--- src/rtl/wsmac_pkg.sv ---
package wsmac_pkg;

   localparam int CTL_W = 12;

   typedef enum logic [2:0] {
      OP_MUL  = 3'd0,
      OP_MUL2 = 3'd1,
      OP_ADD  = 3'd2,
      OP_XOR  = 3'd3,
      OP_AND  = 3'd4,
      OP_OR   = 3'd5,
      OP_NOP0 = 3'd6,
      OP_NOP1 = 3'd7
   } op_e;

   typedef enum logic [1:0] {
      SRC_PORT = 2'd0,
      SRC_ZERO = 2'd1,
      SRC_ONE  = 2'd2,
      SRC_ONES = 2'd3
   } src_e;

   typedef enum logic [1:0] {
      FB_NONE  = 2'd0,
      FB_ACC   = 2'd1,
      FB_SHR   = 2'd2,
      FB_NONE2 = 2'd3
   } fb_e;

   typedef struct packed {
      logic wr_b;
      logic wr_a;
      logic acc_en;
      fb_e  fb;
      src_e src_b;
      src_e src_a;
      op_e  op;
   } ctl_t;

endpackage

--- src/rtl/wsmac_opmux.sv ---
module wsmac_opmux
   import wsmac_pkg::*;
#(
   parameter int W = 16
) (
   input  src_e         sel,
   input  logic [W-1:0] port_word,
   output logic [W-1:0] operand
);

   always_comb begin
      case (sel)
         SRC_PORT: operand = port_word;
         SRC_ZERO: operand = '0;
         SRC_ONE:  operand = W'(1);
         default:  operand = {W{1'b1}};
      endcase
   end

endmodule

--- src/rtl/wsmac_arith.sv ---
module wsmac_arith
   import wsmac_pkg::*;
#(
   parameter int W        = 16,
   parameter int ACC_W    = 40,
   parameter int MUL_IMPL = 0
) (
   input  op_e              op,
   input  logic [W-1:0]     opa,
   input  logic [W-1:0]     opb,
   output logic [ACC_W-1:0] sum1,
   output logic [W-1:0]     lword,
   output logic             is_logic,
   output logic             is_hold
);

   localparam int PW = 2 * W;

   logic [PW-1:0]    prod;
   logic [ACC_W-1:0] term_x;
   logic [ACC_W-1:0] term_y;

   generate
      if (MUL_IMPL == 0) begin : g_mul_op
         assign prod = PW'(opa) * PW'(opb);
      end else begin : g_mul_pp
         logic [PW-1:0] pp [W];
         for (genvar i = 0; i < W; i++) begin : g_row
            assign pp[i] = opb[i] ? (PW'(opa) << i) : '0;
         end
         always_comb begin
            prod = '0;
            for (int i = 0; i < W; i++) begin
               prod = prod + pp[i];
            end
         end
      end
   endgenerate

   always_comb begin
      case (op)
         OP_MUL: begin
            term_x = ACC_W'(prod);
            term_y = '0;
         end
         OP_MUL2: begin
            term_x = ACC_W'(prod);
            term_y = ACC_W'(prod);
         end
         OP_ADD: begin
            term_x = ACC_W'(opa);
            term_y = ACC_W'(opb);
         end
         default: begin
            term_x = '0;
            term_y = '0;
         end
      endcase
   end

   assign sum1 = term_x + term_y;

   always_comb begin
      case (op)
         OP_XOR:  lword = opa ^ opb;
         OP_AND:  lword = opa & opb;
         OP_OR:   lword = opa | opb;
         default: lword = '0;
      endcase
   end

   assign is_logic = (op == OP_XOR) || (op == OP_AND) || (op == OP_OR);
   assign is_hold  = (op == OP_NOP0) || (op == OP_NOP1);

endmodule

--- src/rtl/wsmac_accum.sv ---
module wsmac_accum
   import wsmac_pkg::*;
#(
   parameter int W     = 16,
   parameter int ACC_W = 40
) (
   input  logic             clk,
   input  logic             rst_n,
   input  logic             acc_en,
   input  fb_e              fb,
   input  logic             is_logic,
   input  logic             is_hold,
   input  logic [ACC_W-1:0] sum1,
   input  logic [W-1:0]     lword,
   output logic [W-1:0]     acc_lo,
   output logic [W-1:0]     acc_hi
);

   logic [ACC_W-1:0] acc_q;
   logic [ACC_W-1:0] fb_val;
   logic [ACC_W-1:0] sum2;
   logic [ACC_W-1:0] acc_d;

   always_comb begin
      case (fb)
         FB_ACC:  fb_val = acc_q;
         FB_SHR:  fb_val = acc_q >> W;
         default: fb_val = '0;
      endcase
   end

   assign sum2  = sum1 + fb_val;
   assign acc_d = is_logic ? ACC_W'(lword) : sum2;

   always_ff @(posedge clk or negedge rst_n) begin
      if (!rst_n) begin
         acc_q <= '0;
      end else if (acc_en && !is_hold) begin
         acc_q <= acc_d;
      end
   end

   assign acc_lo = acc_q[W-1:0];
   assign acc_hi = acc_q[2*W-1:W];

endmodule

--- src/rtl/wsmac_datapath.sv ---
module wsmac_datapath
   import wsmac_pkg::*;
#(
   parameter int WORD_W   = 16,
   parameter int ACC_W    = 40,
   parameter int MUL_IMPL = 0
) (
   input  logic              clk,
   input  logic              rst_n,
   input  logic [CTL_W-1:0]  ctl_word,
   input  logic [WORD_W-1:0] rd_a,
   input  logic [WORD_W-1:0] rd_b,
   output logic              wr_a_en,
   output logic [WORD_W-1:0] wr_a_data,
   output logic              wr_b_en,
   output logic [WORD_W-1:0] wr_b_data
);

   localparam int N_PORTS = 2;

   generate
      if (WORD_W < 2) begin : g_bad_word
         $error("wsmac_datapath: WORD_W must be at least 2");
      end
      if (ACC_W < 2 * WORD_W + 1) begin : g_bad_acc
         $error("wsmac_datapath: ACC_W must hold a doubled product");
      end
      if (MUL_IMPL < 0 || MUL_IMPL > 1) begin : g_bad_mul
         $error("wsmac_datapath: MUL_IMPL must be 0 or 1");
      end
   endgenerate

   ctl_t c;
   assign c = ctl_t'(ctl_word);

   logic [WORD_W-1:0] port_w [N_PORTS];
   logic [WORD_W-1:0] opnd   [N_PORTS];
   src_e              sel    [N_PORTS];

   assign port_w[0] = rd_a;
   assign port_w[1] = rd_b;
   assign sel[0]    = c.src_a;
   assign sel[1]    = c.src_b;

   for (genvar s = 0; s < N_PORTS; s++) begin : g_src
      wsmac_opmux #(.W(WORD_W)) u_mux (
         .sel       (sel[s]),
         .port_word (port_w[s]),
         .operand   (opnd[s])
      );
   end

   logic [ACC_W-1:0]  sum1;
   logic [WORD_W-1:0] lword;
   logic              is_logic;
   logic              is_hold;

   wsmac_arith #(.W(WORD_W), .ACC_W(ACC_W), .MUL_IMPL(MUL_IMPL)) u_arith (
      .op       (c.op),
      .opa      (opnd[0]),
      .opb      (opnd[1]),
      .sum1     (sum1),
      .lword    (lword),
      .is_logic (is_logic),
      .is_hold  (is_hold)
   );

   wsmac_accum #(.W(WORD_W), .ACC_W(ACC_W)) u_accum (
      .clk      (clk),
      .rst_n    (rst_n),
      .acc_en   (c.acc_en),
      .fb       (c.fb),
      .is_logic (is_logic),
      .is_hold  (is_hold),
      .sum1     (sum1),
      .lword    (lword),
      .acc_lo   (wr_a_data),
      .acc_hi   (wr_b_data)
   );

   always_ff @(posedge clk or negedge rst_n) begin
      if (!rst_n) begin
         wr_a_en <= 1'b0;
         wr_b_en <= 1'b0;
      end else begin
         wr_a_en <= c.wr_a;
         wr_b_en <= c.wr_b;
      end
   end

endmodule

--- config.mk ---
export PLATFORM = sky130hd
export DESIGN_NAME = wsmac_datapath
export DESIGN_NICKNAME = d
export VERILOG_FILES = /design/src/rtl/wsmac_pkg.sv /design/src/rtl/wsmac_opmux.sv /design/src/rtl/wsmac_arith.sv /design/src/rtl/wsmac_accum.sv /design/src/rtl/wsmac_datapath.sv
export SDC_FILE = /design/constraint.sdc
export NUM_CORES = 1
export LEC_CHECK = 0
export BUFFER_PORTS_ARGS = -buffer_cell sky130_fd_sc_hd__buf_2
export CORE_ASPECT_RATIO = 1.75
export CORE_UTILIZATION = 48
export DETAILED_ROUTE_END_ITERATION = 8
export HOLD_SLACK_MARGIN = 0.1
export PLACE_DENSITY_LB_ADDON = 0.1
export SLEW_MARGIN = 10
export SYNTH_ARGS = -nofsm -noshare
export SYNTH_HDL_FRONTEND = slang
export SYNTH_SLANG_ARGS = --single-unit
export TNS_END_PERCENT = 1
--- constraint.sdc ---
create_clock -name clk -period 3.2 [get_ports clk]
set_clock_uncertainty 0.05 [all_clocks]
set_input_delay 0.32 -clock clk [delete_from_list [all_inputs] [get_ports clk]]
set_output_delay 0.32 -clock clk [all_outputs]
set_load 0.01 [all_outputs]
==> impl_metrics.yaml <==
logic_synthesis:
  synth.net_count: 2329
  synth-edff-count: 0
  synth_area_leaders: "fa_1 (30%), ha_1 (15%), inv_1 (8.8%)"
  synth_warnings: 0
  netlist_area_sq_mm: 0.0150
  ys_ff_latch: 42
  ys_seq_area_share_pct: 7.02
  synth_area_per_cell_sq_um: 7.95
  synth_top_area_share_pct: 30.4
  synth_area_leader_cell: "fa_1"
  synth_cell_type_count: 70
  ys.flop_type: "dfrtp_1"
  synthArstFlopShare_pct: 100
  synthCells: 1882
finish:
  final_cells: 2681
  final_nets: 2736
  drive_gt1_share_pct: 32.8
  n_antenna_cell: 0
  final_core_util_pct: 65.8
  final_area_sq_mm: 0.0202
  area_growth_syn_to_layout_pct: 35.1
  fillers: 2695
global_routing:
  grt_pass1_wl_um: 86900
  antenna_found_initial: 0
  first_global_vias: 16000
  grt-ovfl-total: 0
  grt_usage_pct: 36.8
  grt_max_degree: 43
setup_path:
  critPathBufInv: 14
  critPathSlowestCell: "fa_1"
  rr_endpoint: "u_accum.acc_q[39]$_DFFE_PN0P_"
  worst_r2r_path_depth: 16
  cp-startpoint: "ctl_word[4]"
  required_ns: 3.34
  worstPathArrival_ns: 9.05
  cp_top_family: "adder cells"
  reg2reg_slack_ns: -0.65
  path_class: "input pin to flop"
  critPathCaptureType: "flop"
  crit_top_cell: "fa_1"
  crit_end: "u_accum.acc_q[38]$_DFFE_PN0P_"
  r2r_start: "u_accum.acc_q[17]$_DFFE_PN0P_"
  crit_fanout: 8
  start_kind: "input pin"
  path_depth: 39
  cpPeakStageDelay_ns: 0.54
sta:
  fin_setup_tns_ns: -174.31
  tightestPinTransition_ns: 1.01
  max_slew_margin_pct: 32.7
  finalSetupViolations: 38
  hold_violations: 0
  fin_crit_ns: 8.91
  drv_slew: 0
  fmax_ghz: 0.112
  timing.final.ws_setup_ns: -5.71
  fin_crit_sh_pct: 278
  rsz0062_at_grt: "true"
worst_hold_path:
  min_path_type: "input pin to async pin"
place:
  post_dp_cell_area_sq_mm: 0.0188
  gp_congestion: 1.02
  placed_cells: 2645
  place_hpwl_um: 48500
  portBuffers: 79
clocking:
  cts-root-buf: "clkbuf_16"
  h-tree-depth: 2
  cts_buffer_depth: 2
  cts_buffers: 5
  cts_tree: "yes"
  numClockSinks: 42
  clkLatencyLatePin_ns: 0.30
  clkSlewWorstSetupHoldPaths_ns: 0.07
drt:
  drt-initial-drc-count: 760
  viasPerCell: 5.56
  num_vias: 14900
  routed_wl_um: 56900
  wl_per_cell_um: 21.2
  ant_nets: 0
  drc: 0
  drt_first_pass_iters: 5
floorplanning:
  die-width_um: 135
  die_area_sq_mm: 0.0319
  die_y_um: 236
  start_util_pct: 48.7
  core_area_sq_mm: 0.0307
  rows: 85
  ios: 80
status:
  status: "finished with violations"
  violations: "negative setup slack"
job:
  maxCapViolCount: 0
-- repair_timing --
item | in CTS | in global routing
resized for setup | 130 | 81
pin swaps | 54 | 48
hold buffers | 2 | 0
setup buffers | 21 | 6
gates cloned | 1 | 0
endpoints found under the setup margin | 38 | 39
hold endpoints to repair | 2 | 0
-- cell type report --
type	instances	area [sq um]	share of cell area (%)
Sequential cell	42	1050	5.20
Clock buffer	5	125	0.619
Tap cell	391	489	2.42
Multi-Input combinational cell	1357	13100	64.7
Timing Repair Buffer	527	4050	20.0
Inverter	356	1370	6.78
Clock inverter	3	48.8	0.241
-- flip-flops by register name (all words and copies together), names as in the netlist --
signal         count
u_accum.acc_q     40
wr_a_en            1
wr_b_en            1
-- synthesized netlist by cell type, drive strengths merged, types with 25 or more instances --
cell type	n
inv	353
a21oi	79
ha	174
a21o	64
o21ai	54
a22oi	55
or2	26
xnor2	33
nand2	272
clkbuf	77
buf	51
fa	227
dfrtp	42
nand3	25
nor2	143
-- through the flow --
stage | setup slack, ns | hold WS, ns
3_5_place_dp | -6.93 | 0.380
5_1_grt | -5.88 | 0.219
2_1_floorplan | -5.04 | -0.0256
4_1_cts | -5.60 | 0.165
6_report | -5.71 | 0.137
3_3_place_gp | -6.94 | 0.377
-- logic make-up (layout without fill, tap and decap cells) --
logic type / Yosys count / in the layout / share of synthesized area (%)
compound gates: 353 / 353 / 16.0
simple gates: 546 / 547 / 15.7
xor+xnor: 54 / 54 / 3.16
flops: 42 / 42 / 7.02
fa+ha+maj: 401 / 401 / 44.9
mux: 2 / 2 / 0.134
buf+inv: 484 / 891 / 13.0
-- cells in the final DEF, fill, tap and decap left out, types with 7 or more instances in the layout --
| master | instances |
|---|---|
| a22oi_2 | 10 |
| fa_1 | 222 |
| a211oi_1 | 10 |
| ha_4 | 27 |
| xnor2_1 | 18 |
| o21ai_0 | 33 |
| a21o_4 | 10 |
| or2_2 | 26 |
| buf_6 | 13 |
| nor2_2 | 13 |
| dfrtp_1 | 42 |
| a21o_1 | 53 |
| nand2_1 | 269 |
| nand3_1 | 21 |
| o22ai_1 | 9 |
| nand4_1 | 17 |
| nor2_1 | 127 |
| xnor2_2 | 13 |
| inv_2 | 16 |
| a21oi_1 | 53 |
| buf_2 | 76 |
| xor2_1 | 17 |
| a31oi_1 | 9 |
| and3_1 | 13 |
| o21a_1 | 7 |
| and2_1 | 8 |
| a21oi_2 | 22 |
| ha_1 | 144 |
| buf_12 | 18 |
| o21ai_1 | 17 |
| inv_1 | 331 |
| a22oi_1 | 45 |
| buf_4 | 418 |
-- worst register-to-register path, stage by stage, from the launching register on --
cell	delay (ns)
dfrtp_1	0.36
a22oi_1	0.09
or2_2	0.29
fa_1	0.44
inv_1	0.08
ha_1	0.17
inv_1	0.06
fa_1	0.38
and2b_1	0.24
o2111ai_1	0.22
a21oi_2	0.25
o211ai_2	0.15
a211oi_2	0.30
nor3_2	0.06
buf_4	0.17
or4_1	0.41
nand3_1	0.09
-- worst min path at each step --
stage,to,cells past startpoint,start
finish,u_accum.acc_q[35]$_DFFE_PN0P_,1,rst_n
global route,u_accum.acc_q[35]$_DFFE_PN0P_,1,rst_n
CTS,u_accum.acc_q[35]$_DFFE_PN0P_,1,rst_n
detailed placement,wr_b_en$_DFF_PN0_,1,ctl_word[11]
global placement,wr_b_en$_DFF_PN0_,1,ctl_word[11]
floorplan,u_accum.acc_q[0]$_DFFE_PN0P_,0,rst_n
-- metal layers --
layer  GRT usage [%]  part of all wire, %
met1            35.0                   32
met2            67.3                   53
met3            4.76                  4.4
met4            32.7                   11
met5               0                    0
Power is left out: the tool's default activity adds up to more than one toggle a clock period on the data nets, which glitch-free logic cannot reach.
